## src/rtl/wbpp_pkg.sv

```systemverilog
package wbpp_pkg;
  typedef enum logic [1:0] {
    PH_READ = 2'd0,
    PH_DATA = 2'd1,
    PH_DIR  = 2'd2,
    PH_GAP  = 2'd3
  } phase_e;

  typedef struct packed {
    phase_e phase;     // current step of the per-word sequence
    logic   busy;      // a bus access is on the wires
    logic   latchWord; // capture read data this cycle
    logic   startGap;  // direction write finishing, arm gap counter
    logic   nextWord;  // gap over, move to next table entry
  } ctrl_s;
endpackage

```

## src/rtl/wbpp_ctrl.sv

```systemverilog
module wbpp_ctrl
  import wbpp_pkg::*;
(
  input  logic  clk,
  input  logic  rst,
  input  logic  ack,
  input  logic  gapDone,
  output ctrl_s ctrl
);
  phase_e phaseQ;
  logic   busyQ;

  always_comb begin
    ctrl.phase     = phaseQ;
    ctrl.busy      = busyQ;
    ctrl.latchWord = busyQ && ack && (phaseQ == PH_READ);
    ctrl.startGap  = busyQ && ack && (phaseQ == PH_DIR);
    ctrl.nextWord  = (phaseQ == PH_GAP) && gapDone;
  end

  always_ff @(posedge clk) begin
    if (rst) begin
      phaseQ <= PH_READ;
      busyQ  <= 1'b0;
    end else if (busyQ) begin
      if (ack) begin
        busyQ <= 1'b0;
        case (phaseQ)
          PH_READ: phaseQ <= PH_DATA;
          PH_DATA: phaseQ <= PH_DIR;
          default: phaseQ <= PH_GAP;
        endcase
      end
    end else if (phaseQ == PH_GAP) begin
      if (gapDone) phaseQ <= PH_READ;
    end else begin
      busyQ <= 1'b1;
    end
  end

  // access released in the cycle after it is acknowledged
  a_r7_release: assert property (@(posedge clk) disable iff (rst)
    busyQ && ack |=> !busyQ);

  // no access is started while the gap is running
  a_r5_gap_quiet: assert property (@(posedge clk) disable iff (rst)
    (phaseQ == PH_GAP) && !gapDone |=> !busyQ);
endmodule

```

## src/rtl/wbpp_datapath.sv

```systemverilog
module wbpp_datapath
  import wbpp_pkg::*;
#(
  parameter int unsigned NUM_WORDS  = 10,
  parameter int unsigned GAP_CYCLES = 4,
  parameter logic [31:0] ROM_BASE   = 32'h0800_0000,
  parameter logic [31:0] GPIO_BASE  = 32'h9100_0000
) (
  input  logic        clk,
  input  logic        rst,
  input  ctrl_s       ctrl,
  input  logic [31:0] datIn,
  output logic [31:0] adr,
  output logic [31:0] datOut,
  output logic [3:0]  sel,
  output logic        we,
  output logic        gapDone
);
  localparam int unsigned IDX_W = (NUM_WORDS > 1) ? $clog2(NUM_WORDS) : 1;
  localparam int unsigned GAP_W = $clog2(GAP_CYCLES + 1);
  localparam logic [IDX_W-1:0] LAST_IDX = IDX_W'(NUM_WORDS - 1);
  localparam logic [GAP_W-1:0] GAP_LAST = GAP_W'(GAP_CYCLES - 1);

  logic [IDX_W-1:0] idxQ;
  logic [31:0]      wordQ;
  logic [GAP_W-1:0] gapQ;
  logic [31:0]      romAdr;

  always_ff @(posedge clk) begin
    if (rst) begin
      idxQ <= '0;
    end else if (ctrl.nextWord) begin
      idxQ <= (idxQ == LAST_IDX) ? '0 : idxQ + 1'b1;
    end
  end

  always_ff @(posedge clk) begin
    if (rst) begin
      wordQ <= '0;
    end else if (ctrl.latchWord) begin
      wordQ <= datIn;
    end
  end

  always_ff @(posedge clk) begin
    if (rst || ctrl.startGap) begin
      gapQ <= '0;
    end else if (ctrl.phase == PH_GAP && !gapDone) begin
      gapQ <= gapQ + 1'b1;
    end
  end

  assign gapDone = (gapQ == GAP_LAST);
  assign romAdr  = ROM_BASE + {{(30-IDX_W){1'b0}}, idxQ, 2'b00};

  always_comb begin
    adr    = romAdr;
    datOut = '0;
    sel    = 4'b1111;
    we     = 1'b0;
    case (ctrl.phase)
      PH_DATA: begin
        adr    = GPIO_BASE;
        datOut = {24'h0, wordQ[31:24]};
        sel    = 4'b0001;
        we     = 1'b1;
      end
      PH_DIR: begin
        adr    = GPIO_BASE;
        datOut = {16'h0, wordQ[23:16], 8'h0};
        sel    = 4'b0010;
        we     = 1'b1;
      end
      default: ;
    endcase
  end

  // index stays inside the table
  a_r8_idx_range: assert property (@(posedge clk) disable iff (rst)
    idxQ <= LAST_IDX);

  // stepping past the last entry lands on entry 0
  a_r8_wrap: assert property (@(posedge clk) disable iff (rst)
    ctrl.nextWord && (idxQ == LAST_IDX) |=> idxQ == '0);

  // gap counter never runs beyond its programmed length
  a_r9_gap_bound: assert property (@(posedge clk) disable iff (rst)
    (ctrl.phase == PH_GAP) |-> gapQ <= GAP_LAST);
endmodule

```

## src/rtl/wb_pattern_player.sv

```systemverilog
module wb_pattern_player
  import wbpp_pkg::*;
#(
  parameter int unsigned NUM_WORDS  = 10,
  parameter int unsigned GAP_CYCLES = 4,
  parameter logic [31:0] ROM_BASE   = 32'h0800_0000,
  parameter logic [31:0] GPIO_BASE  = 32'h9100_0000
) (
  input  logic        clk,
  input  logic        rst,
  output logic [31:0] wbAdr,
  output logic [31:0] wbDatOut,
  input  logic [31:0] wbDatIn,
  output logic        wbWe,
  output logic [3:0]  wbSel,
  output logic        wbStb,
  output logic        wbCyc,
  input  logic        wbAck
);
  ctrl_s ctrl;
  logic  gapDone;

  wbpp_ctrl u_ctrl (
    .clk     (clk),
    .rst     (rst),
    .ack     (wbAck),
    .gapDone (gapDone),
    .ctrl    (ctrl)
  );

  wbpp_datapath #(
    .NUM_WORDS  (NUM_WORDS),
    .GAP_CYCLES (GAP_CYCLES),
    .ROM_BASE   (ROM_BASE),
    .GPIO_BASE  (GPIO_BASE)
  ) u_dp (
    .clk     (clk),
    .rst     (rst),
    .ctrl    (ctrl),
    .datIn   (wbDatIn),
    .adr     (wbAdr),
    .datOut  (wbDatOut),
    .sel     (wbSel),
    .we      (wbWe),
    .gapDone (gapDone)
  );

  assign wbStb = ctrl.busy;
  assign wbCyc = ctrl.busy;

  // request held steady until acknowledged
  a_r6_hold: assert property (@(posedge clk) disable iff (rst)
    wbStb && !wbAck |=> wbStb && $stable(wbAdr) && $stable(wbDatOut)
                        && $stable(wbSel) && $stable(wbWe));

  // strobe drops after the ack
  a_r7_stb_drop: assert property (@(posedge clk) disable iff (rst)
    wbStb && wbAck |=> !wbStb && !wbCyc);

  // GPIO writes touch exactly one byte lane
  a_r3_one_lane: assert property (@(posedge clk) disable iff (rst)
    wbStb && wbWe |-> $countones(wbSel) == 1 && wbAdr == GPIO_BASE);

  // table reads use the full word
  a_r2_full_read: assert property (@(posedge clk) disable iff (rst)
    wbStb && !wbWe |-> wbSel == 4'b1111);
endmodule

```

## config.mk

```make
export PLATFORM = sky130hd
export DESIGN_NAME = wb_pattern_player
export DESIGN_NICKNAME = d
export VERILOG_FILES = /design/src/rtl/wbpp_pkg.sv /design/src/rtl/wbpp_ctrl.sv /design/src/rtl/wbpp_datapath.sv /design/src/rtl/wb_pattern_player.sv
export SDC_FILE = /design/constraint.sdc
export NUM_CORES = 1
export LEC_CHECK = 0
export ABC_AREA = 1
export BUFFER_PORTS_ARGS = -buffer_cell sky130_fd_sc_hd__clkbuf_2
export CAP_MARGIN = 30
export CORE_ASPECT_RATIO = 0.7
export CORE_UTILIZATION = 42
export DETAILED_ROUTE_END_ITERATION = 10
export GPL_TIMING_DRIVEN = 0
export PLACE_DENSITY = 0.83
export REMOVE_ABC_BUFFERS = 1
export SETUP_SLACK_MARGIN = 0.3
export SLEW_MARGIN = 20
export SYNTH_ARGS = -nofsm -noshare
export SYNTH_HDL_FRONTEND = slang
export SYNTH_SLANG_ARGS = --single-unit
```

## constraint.sdc

```tcl
create_clock -name clk -period 1.4 [get_ports clk]
set_clock_uncertainty 0.05 [all_clocks]
set_input_delay 0 -clock clk [delete_from_list [all_inputs] [get_ports clk]]
set_output_delay 0 -clock clk [all_outputs]
set_load 0.01 [all_outputs]
```

==> metrics, run 1 <==
CTS tree done; fraction of power spent switching nets 29.8%; Worst Tran Pin Value 0.838 ns; flops & latches, synth 26; nets@finish 340; DIE AREA just over 4000 um^2; reg2reg setup slack 0.15 ns; status complete, but fails checks; Synth Area in XOR/XNOR less than 1%; Skew-Pair Late Insertion Delay ~0.27 ns; kind of critical path reg2out; Crit-path slowest cell dfxtp_4; number of instances in the placed design 311; Required @ worst endpoint 1.35 ns; crit path from u_ctrl.phaseQ[1]; Compound-Gate Fraction of Synth Area 11.2%; hold depth 3; sequential power share ~41%; Layout area overhead 46.2%; Die Ht 53.8 um; clock sink count 26; reg-to-reg endpoint u_dp.gapQ[0]; HP Class in2reg; Detailed Place HPWL 2100 um; Period minus WS final 1.44 ns; cell count along the critical path 5; Diodes inserted 0; final hold slack 0.0354 ns; fin crit share 103%; area share of fa/ha/maj cells after synthesis 6.21%; Via Count 1477; Die Wd 76.1 um; final hold violations 0; Congestion Overflow GR 0; vias in the first global route around 1300; H-tree Lvls 1; R2R cell count 6; via density per instance 4.27; Total GRT Usage 18.0%; crit path DAT 1.39 ns; global-route wire length before repair between 5000 and 6000 um; end point of the critical path wbDatOut[8]; Placement Setup Slack -0.390 ns; share of cells above drive strength 1 between 40% and 50%; violated checks setup timing; core area 3600 um^2; Initial Utilization between 40 and 50%; switching pwr 0.579 mW; post-route ant nets 0; port bufs 49; clock share of power about a third; pins over their slew limit 0; final WL 3820 um; routability cong. 0.777; CP delay by family, top flip-flops; multiplexer share of the synthesized area 0%; Syn Std Cell Area between 1500 and 2000 um^2; post-synthesis simple-gate area fraction 17.5%; Unique masters post-synth 21; Filler cells 299; Pleak 1.17 nW; drt wl/cell about 11 um; CTS buffer count 3; VDD IR max 0.000886 V; CP max stage delay 0.39 ns; most frequent cells in the layout conb_1 (40), clkbuf_2 (39), inv_1 (26); post-route cell area 2360 um^2; R2R Path Start u_dp.gapQ[0]; num rows 18; buffer and inverter count on the worst path 3; Setup crit end kind primary output; final setup margin -0.0404 ns; drt initial violations 53; Worst slew margin 43.8%; RSZ-0062 raised after global routing yes; drt pass-1 iters 4; clock root buffer clkbuf_8; critical-path cell list inv_4 > ha_4 > clkinv_8 > nor3_2 > buf_2; Final Core Density between 60 and 70%; Worst setup SP type flip-flop; DR DRC count 0; most common cell after layout, fill and taps aside conb_1; clk slew on worst S/H paths about 0.1 ns; Yosys Warn Count 0; max_cap viols 0; CP Max Fanout 10; combinational cell fraction of total power 26.2%; Avg Cell Area, Syn 7.20 um^2; DP Area 1690 um^2; Final setup viols 10; Cells after Synth approximately 220; sequential share of the synthesized area between 30% and 40%; CTS Buffer Depth 2; antenna violations before repair 0; fmax slightly below 0.7 GHz; power per cell area 822 nW/um^2; largest net degree at the start of global routing 23; largest family of logic cells by synthesized area buffers and inverters; I/O pin count about 110; Post-Layout Cell Count 346; internal power between 1 and 1.5 mW
==> final cells by class <==
type / instances / area, um^2 / area share [%]
flip-flops and latches: 26 / 529 / 22.4
well taps: 50 / 62.6 / 2.65
inverters: 36 / 165 / 7.00
clock inverters: 1 / 30.0 / 1.27
repair buffers: 76 / 514 / 21.8
clock buffers: 3 / 41.3 / 1.75
multi-input cells: 154 / 1020 / 43.1
==> layer usage <==
layer	global-route usage, %	share of wire [%]	vias up
met4	3.21	0.10	0
met5	0	0	-
met1	21.6	45	680
met3	4.75	4.0	2
met2	33.6	51	42
li1	-	-	753
==> Yosys cell counts <==
library cell	number	share of area, %
dfxtp_1	26	32
nand2_1	23	5.4
inv_4	1	0.39
clkbuf_1	1	0.23
nor3_1	9	2.8
a21oi_1	12	3.7
buf_1	2	0.47
xnor2_1	1	0.54
nor2_1	31	7.2
conb_1	1	0.23
inv_1	32	7.4
o21ai_1	3	0.93
a211oi_1	1	0.47
nor2_4	1	0.70
o21ai_2	1	0.54
buf_6	2	1.4
clkinv_1	3	0.70
nand2_4	2	1.4
buf_4	46	21
o21ai_0	18	5.6
ha_1	8	6.2
==> flip-flops by register name (all words and copies together), names as in the netlist <==
name,cells
u_dp.idxQ,4
u_ctrl.phaseQ,2
u_dp.wordQ,16
u_dp.gapQ,3
u_ctrl.busyQ,1
==> cell families (layout without fill, tap and decap cells) <==
| family | count (synthesis) | after routing |
|---|---|---|
| AOI/OAI and AO/OA | 35 | 35 |
| xor gates and xnor gates | 1 | 1 |
| adders and majority gates | 8 | 8 |
| buffers and inverters | 87 | 116 |
| DFF | 26 | 26 |
| other | 1 | 40 |
| and+or+nand+nor | 66 | 70 |
==> through the flow <==
stage | setup TNS, ns | total power [mW]
2_1_floorplan | -4.66 | 1.01
3_3_place_gp | -3.20 | 1.10
3_5_place_dp | -3.97 | 1.11
4_1_cts | -0.0765 | 1.92
5_1_grt | -1.05 | 2.03
6_report | -0.164 | 1.94
==> power groups by stage <==
stage          Combinational [mW]  Sequential, mW  Clock (mW)
2_1_floorplan               0.191           0.815           0
3_3_place_gp                0.284           0.816           0
3_5_place_dp                0.290           0.817           0
4_1_cts                     0.475           0.801       0.645
5_1_grt                     0.552           0.808       0.672
6_report                    0.508           0.803       0.629
==> how the worst min path moves through the flow <==
stage | endpoint | startpoint | slack (ns)
finish | u_ctrl.phaseQ[1] | wbAck | 0.04
global route | u_ctrl.phaseQ[1] | wbAck | 0.04
CTS | u_ctrl.phaseQ[1] | wbAck | 0.02
detailed placement | u_dp.idxQ[2] | rst | 0.15
global placement | u_dp.idxQ[2] | rst | 0.15
floorplan | u_dp.idxQ[2] | rst | 0.03
==> worst min-delay path, cell delays in order <==
cell	delay (ns)
clkbuf_2	0.10
nand2_4	0.14
a211oi_2	0.08
==> repair_timing <==
item                                    CTS  global route
cloned                                    4             0
hold buffers                             17             0
pin swaps                                23             6
setup buffers                             5             5
endpoints found under the hold margin    17             0
endpoints found under the setup margin   54            55
resized for setup                        78            27
(Power assumes the default switching activity.)
==> run 2, diff against run 1 <==
--- a/config.mk
+++ b/config.mk
@@ -6,13 +6,13 @@
 export NUM_CORES = 1
 export LEC_CHECK = 0
 export ABC_AREA = 1
-export BUFFER_PORTS_ARGS = -buffer_cell sky130_fd_sc_hd__clkbuf_2
 export CAP_MARGIN = 30
 export CORE_ASPECT_RATIO = 0.7
-export CORE_UTILIZATION = 42
+export CORE_UTILIZATION = 60
 export DETAILED_ROUTE_END_ITERATION = 10
+export DONT_BUFFER_PORTS = 1
 export GPL_TIMING_DRIVEN = 0
-export PLACE_DENSITY = 0.83
+export PLACE_DENSITY = 0.79
 export REMOVE_ABC_BUFFERS = 1
 export SETUP_SLACK_MARGIN = 0.3
 export SLEW_MARGIN = 20
==> run 2 against run 1 <==
First-iteration DRC count increased by 79%. Combinational power grew 7.9%. Global-route usage rose by 8.6 points. Utilization up 27 points. Largest power group unchanged. Register-to-register slack got worse by 0.18 ns. Final cell count shrank 18%. Design area shrank 2.3%. Clock power down 33%. Worst hold slack gained 0.28 ns. Largest cell class unchanged. The run still ends with setup timing left. Die area is 29% lower. Routed wire length is 39% higher. Worst setup slack worse by 0.17 ns.
==> metrics, run 2 (synthesis results as in run 1) <==
status complete, but fails checks; violated checks setup timing; Initial Utilization 64.6% (+20 points); share of cells above drive strength 1 43.0% (+0.46 points); Skew-Pair Late Insertion Delay 0.27 ns (about the same); reg2reg setup slack -0.03 ns (-0.18 ns); Detailed Place HPWL 1870 um (-11%); Diodes inserted 0 (unchanged); H-tree Lvls 1 (unchanged); CTS Buffer Depth 2 (unchanged); max reg flops 16 (unchanged); Crit-path slowest cell ha_4; power per cell area 777 nW/um^2 (-5.6%); CP Max Fanout 11 (+1); VDD IR max 0.000811 V (-8.6%); Total GRT Usage 26.6% (+8.6 points); Final TNS setup -1.42 ns (-1.26 ns); kind of critical path reg2out; port bufs 0 (-100%); Final setup viols 11 (+1); Worst Tran Pin Value 1.02 ns (+0.178 ns); Die Wd 64.0 um (-16%); CTS tree done; nets@finish 296 (-13%); fmax 0.622 GHz (-10%); Period minus WS final 1.61 ns (+0.168 ns); post-route ant nets 0 (unchanged); Placement Setup Slack -0.816 ns (-0.425 ns); clock root buffer clkbuf_8; Layout area overhead 42.9%; clock sink count 26 (unchanged); core area 2500 um^2 (-31%); antenna violations before repair 0 (unchanged); vias in the first global route 1189 (-7.2%); final setup margin -0.209 ns (-0.168 ns); drt wl/cell 18.6 um (+68%); most frequent cells in the layout conb_1 (40), nor2_1 (21), dfxtp_1 (21); most common cell after layout, fill and taps aside conb_1; critical-path cell list inv_4 > ha_4 > clkinv_8 > nor3_4; Worst slew margin 31.8% (-12 points); final WL 5300 um (+39%); via density per instance 5.41 (+27%); Required @ worst endpoint 1.35 ns (about the same); Biggest register u_dp.wordQ; global-route wire length before repair 5610 um (-1.9%); I/O pin count 106 (unchanged); routability cong. 0.742 (-4.5%); CTS buffer count 3 (unchanged); max_cap viols 0 (unchanged); Die Ht 45.4 um (-16%); CP max stage delay 0.42 ns (+0.03 ns); DR DRC count 0 (unchanged); RSZ-0062 raised after global routing yes; Largest regs u_dp.wordQ x16, u_dp.idxQ x4, u_dp.gapQ x3; pins over their slew limit 0 (unchanged); Congestion Overflow GR 0 (unchanged); Pleak 1.05 nW (-11%); final hold slack 0.319 ns (+0.284 ns); largest net degree at the start of global routing 23 (unchanged); Setup crit end kind primary output; crit path DAT 1.56 ns (+0.17 ns); Worst setup SP type flip-flop; Via Count 1542 (+4.4%); fin crit share 115% (+12 points); clk slew on worst S/H paths 0.08 ns (-0.02 ns); drt pass-1 iters 4 (unchanged); DIE AREA 2900 um^2 (-29%); HP Class in2reg; drt initial violations 95 (+79%); num rows 15 (-3); final hold violations 0 (unchanged)
## run 2: changes by cell type in the layout (fill, tap and decap cells not counted), moves of 7 or more
cell / previous run / this run
nor3_2: 8 / 1
nand2_1: 21 / 10
nor3_4: 1 / 8
buf_2: 10 / 0
clkbuf_2: 39 / 0
nand2_2: 0 / 9
inv_1: 26 / 17
## run 2: final timing paths
path	depth (start not counted)	from	end
min reg2reg	2	u_dp.gapQ[1]	u_dp.gapQ[1]
max	4	u_ctrl.phaseQ[0]	wbDatOut[10]
min	2	rst	u_dp.idxQ[2]
max reg2reg	9	u_ctrl.phaseQ[1]	u_dp.idxQ[3]
## run 2: through the flow
stage,std cells,power (mW),cell area (um^2),utilization [%]
finish,285,1.79,2300,92.3
global placement,246,1.04,1420,57.0
detailed placement,246,1.04,1420,57.0
floorplan,212,1.01,1380,-
CTS,277,1.66,2060,82.7
global route,285,1.85,2300,92.3
## run 2: worst max-delay path: cells and delay by family, from the launching register on
kind | cells | cell delay [ns]
adders and majority gates | 1 | 0.42
DFF | 1 | 0.38
and+or+nand+nor | 1 | 0.24
buffers and inverters | 2 | 0.23
## run 2: where the power goes
part | total, mW | leakage, nW | switching (mW) | internal [mW]
Sequential | 0.818 | 0.215 | 0.0392 | 0.779
Combinational | 0.548 | 0.813 | 0.361 | 0.188
Clock | 0.423 | 0.0216 | 0.230 | 0.193
Total | 1.79 | 1.05 | 0.630 | 1.16
## run 2: what timing repair did
item                                   4_1_cts  5_1_grt
gates resized for setup                    101       54
gates cloned                                 2        3
hold buffers                                18        0
setup endpoints to repair                   54       54
setup buffers                                8        5
pin swaps                                   17       31
endpoints found under the hold margin       21        0
## run 2: layout make-up
cell class              count  area [um^2]
well taps                  34         42.5
repair inverters            1         6.26
fillers                    97          191
clock buffers               3         41.3
inverters                  36          185
repair buffers             31          318
multi-input cells         154         1180
flip-flops and latches     26          534
## run 2: metal layers
| metal | wire (um) | part of all wire [%] | GRT usage, % |
|---|---|---|---|
| met4 | 246 | 4.6 | 8.64 |
| met3 | 424 | 8.0 | 7.75 |
| met5 | 0 | 0 | 0 |
| met2 | 2720 | 51 | 52.6 |
| met1 | 1910 | 36 | 27.8 |
==> run 3, diff against run 2 <==
--- a/config.mk
+++ b/config.mk
@@ -13,6 +13,7 @@
 export DONT_BUFFER_PORTS = 1
 export GPL_TIMING_DRIVEN = 0
 export PLACE_DENSITY = 0.79
+export RECOVER_POWER = 25
 export REMOVE_ABC_BUFFERS = 1
 export SETUP_SLACK_MARGIN = 0.3
 export SLEW_MARGIN = 20
==> run 3 against run 2 <==
The flow still finishes with violations (setup timing). Routed wire length rose by 0.36%. Die area did not move. Count of clock-buffer cells in the layout did not move. Clock power barely moved. Final cell count did not move. Non-clock buffer count did not move. Critical path depth did not move. Power barely moved. Flip-flop and latch count did not move. Sequential power barely moved. Worst setup slack got worse by 0.012 ns. Critical path type unchanged. Largest cell class unchanged. Largest power group unchanged.
==> metrics, run 3 (synthesis results as in run 1) <==
status complete, but fails checks; violated checks setup timing; CP delay by family, top adder cells; Final Core Density 92.2% (-0.15 points); max_cap viols 0 (unchanged); routability cong. 0.742 (unchanged); final setup margin -0.221 ns (-0.0120 ns); Pleak 1.05 nW (about the same); nets@finish 296 (unchanged); buffer and inverter count on the worst path 2 (unchanged); Crit-path slowest cell ha_4; core area 2500 um^2 (unchanged); CTS buffer count 3 (unchanged); Final TNS setup -1.68 ns (-0.261 ns); Worst setup SP type flip-flop; total power 1.79 mW (about the same); Period minus WS final 1.62 ns (+0.0120 ns); clk slew on worst S/H paths 0.08 ns (about the same); Diodes inserted 0 (unchanged); Worst Tran Pin Value 1.04 ns (+0.0205 ns); drt initial violations 99 (+4.2%); RSZ-0062 raised after global routing yes; kind of critical path reg2out; most common cell after layout, fill and taps aside conb_1; Via Count 1543 (+0.065%); drt pass-1 iters 4 (unchanged); antenna violations before repair 0 (unchanged); Post-Layout Cell Count 285 (unchanged); Initial Utilization 64.6% (unchanged); global-route wire length before repair 5610 um (unchanged); critical-path cell list inv_4 > ha_4 > clkinv_8 > nor3_4; HP Class in2reg; most frequent cells in the layout conb_1 (40), dfxtp_1 (22), nor2_1 (21); post-route ant nets 0 (unchanged); clock root buffer clkbuf_8; Die Ht 45.4 um (unchanged); I/O pin count 106 (unchanged); port bufs 0 (unchanged); via density per instance 5.41 (about the same); DR DRC count 0 (unchanged); num rows 15 (unchanged); Filler cells 97 (unchanged); fmax 0.617 GHz (-0.74%); pins over their slew limit 0 (unchanged); max reg flops 16 (unchanged); Final setup viols 21 (+10); Largest regs u_dp.wordQ x16, u_dp.idxQ x4, u_dp.gapQ x3; CP max stage delay 0.42 ns (about the same); VDD IR max 0.000812 V (+0.15%); CP Max Fanout 11 (unchanged); DP Area 1420 um^2 (unchanged); final hold violations 0 (unchanged); vias in the first global route 1189 (unchanged); Congestion Overflow GR 0 (unchanged); clock sink count 26 (unchanged); CTS tree done; number of instances in the placed design 246 (unchanged); largest net degree at the start of global routing 23 (unchanged); final hold slack 0.319 ns (-0.000548 ns); Layout area overhead 42.7%; H-tree Lvls 1 (unchanged); DIE AREA 2900 um^2 (unchanged); Required @ worst endpoint 1.35 ns (about the same); crit path DAT 1.57 ns (about the same); power per cell area 778 nW/um^2 (+0.22%); CTS Buffer Depth 2 (unchanged); Total GRT Usage 26.6% (unchanged); post-route cell area 2300 um^2 (-0.16%); drt wl/cell 18.7 um (+0.36%); Biggest register u_dp.wordQ; Worst slew margin 30.4% (-1.4 points); Detailed Place HPWL 1870 um (unchanged); Skew-Pair Late Insertion Delay 0.27 ns (about the same); share of cells above drive strength 1 42.6% (-0.40 points); Die Wd 64.0 um (unchanged); final WL 5320 um (+0.36%); fin crit share 116% (+0.86 points); Setup crit end kind primary output; Placement Setup Slack -0.816 ns (unchanged)
[run 3: cell counts in the layout (fill, tap and decap cells not counted)]
No cell type changed its count.
[run 3: worst register-to-register path: stages (launching register included)]
cell and delay, ns:
dfxtp_1 0.68, nand2_8 0.16, clkinv_8 0.14, nand2_8 0.09, o21ai_2 0.12, a21oi_1 0.09
[run 3: path summary, 6_finish.rpt]
| path | start | endpoint | slack (ns) | cells after the start |
|---|---|---|---|---|
| min | rst | u_dp.idxQ[2] | 0.32 | 2 |
| max reg2reg | u_ctrl.busyQ | u_dp.wordQ[17] | -0.05 | 5 |
| min reg2reg | u_dp.gapQ[1] | u_dp.gapQ[1] | 0.42 | 2 |
| max | u_ctrl.phaseQ[0] | wbDatOut[10] | -0.22 | 4 |
[run 3: layer usage]
layer,share of wire (%),vias up,global-route usage (%)
li1,-,662,-
met1,36,722,27.8
met2,50,122,52.6
met3,8.3,37,7.75
met4,5.9,0,8.64
met5,0,-,0
[run 3: power breakdown]
part	switching (mW)	internal (mW)	leakage, nW
combinational	0.361	0.187	0.813
sequential	0.0397	0.779	0.215
clock	0.230	0.193	0.0216
total	0.631	1.16	1.05
[run 3: what timing repair did]
item	in CTS	in global routing
hold buffers	18	0
buffers inserted	8	5
endpoints found under the setup margin	54	54
hold endpoints to repair	21	0
gates cloned	2	3
pin swaps	17	31
resized for setup	101	54
[run 3: layout make-up]
cell class                      count  area [um^2]  share of cell area (%)
Inverter                           36          185                    8.05
Clock buffer                        3         41.3                    1.79
Tap cell                           34         42.5                    1.85
Sequential cell                    26          531                    23.1
Timing Repair Buffer               31          318                    13.8
Timing Repair inverter              1         6.26                   0.272
Multi-Input combinational cell    154         1180                    51.2
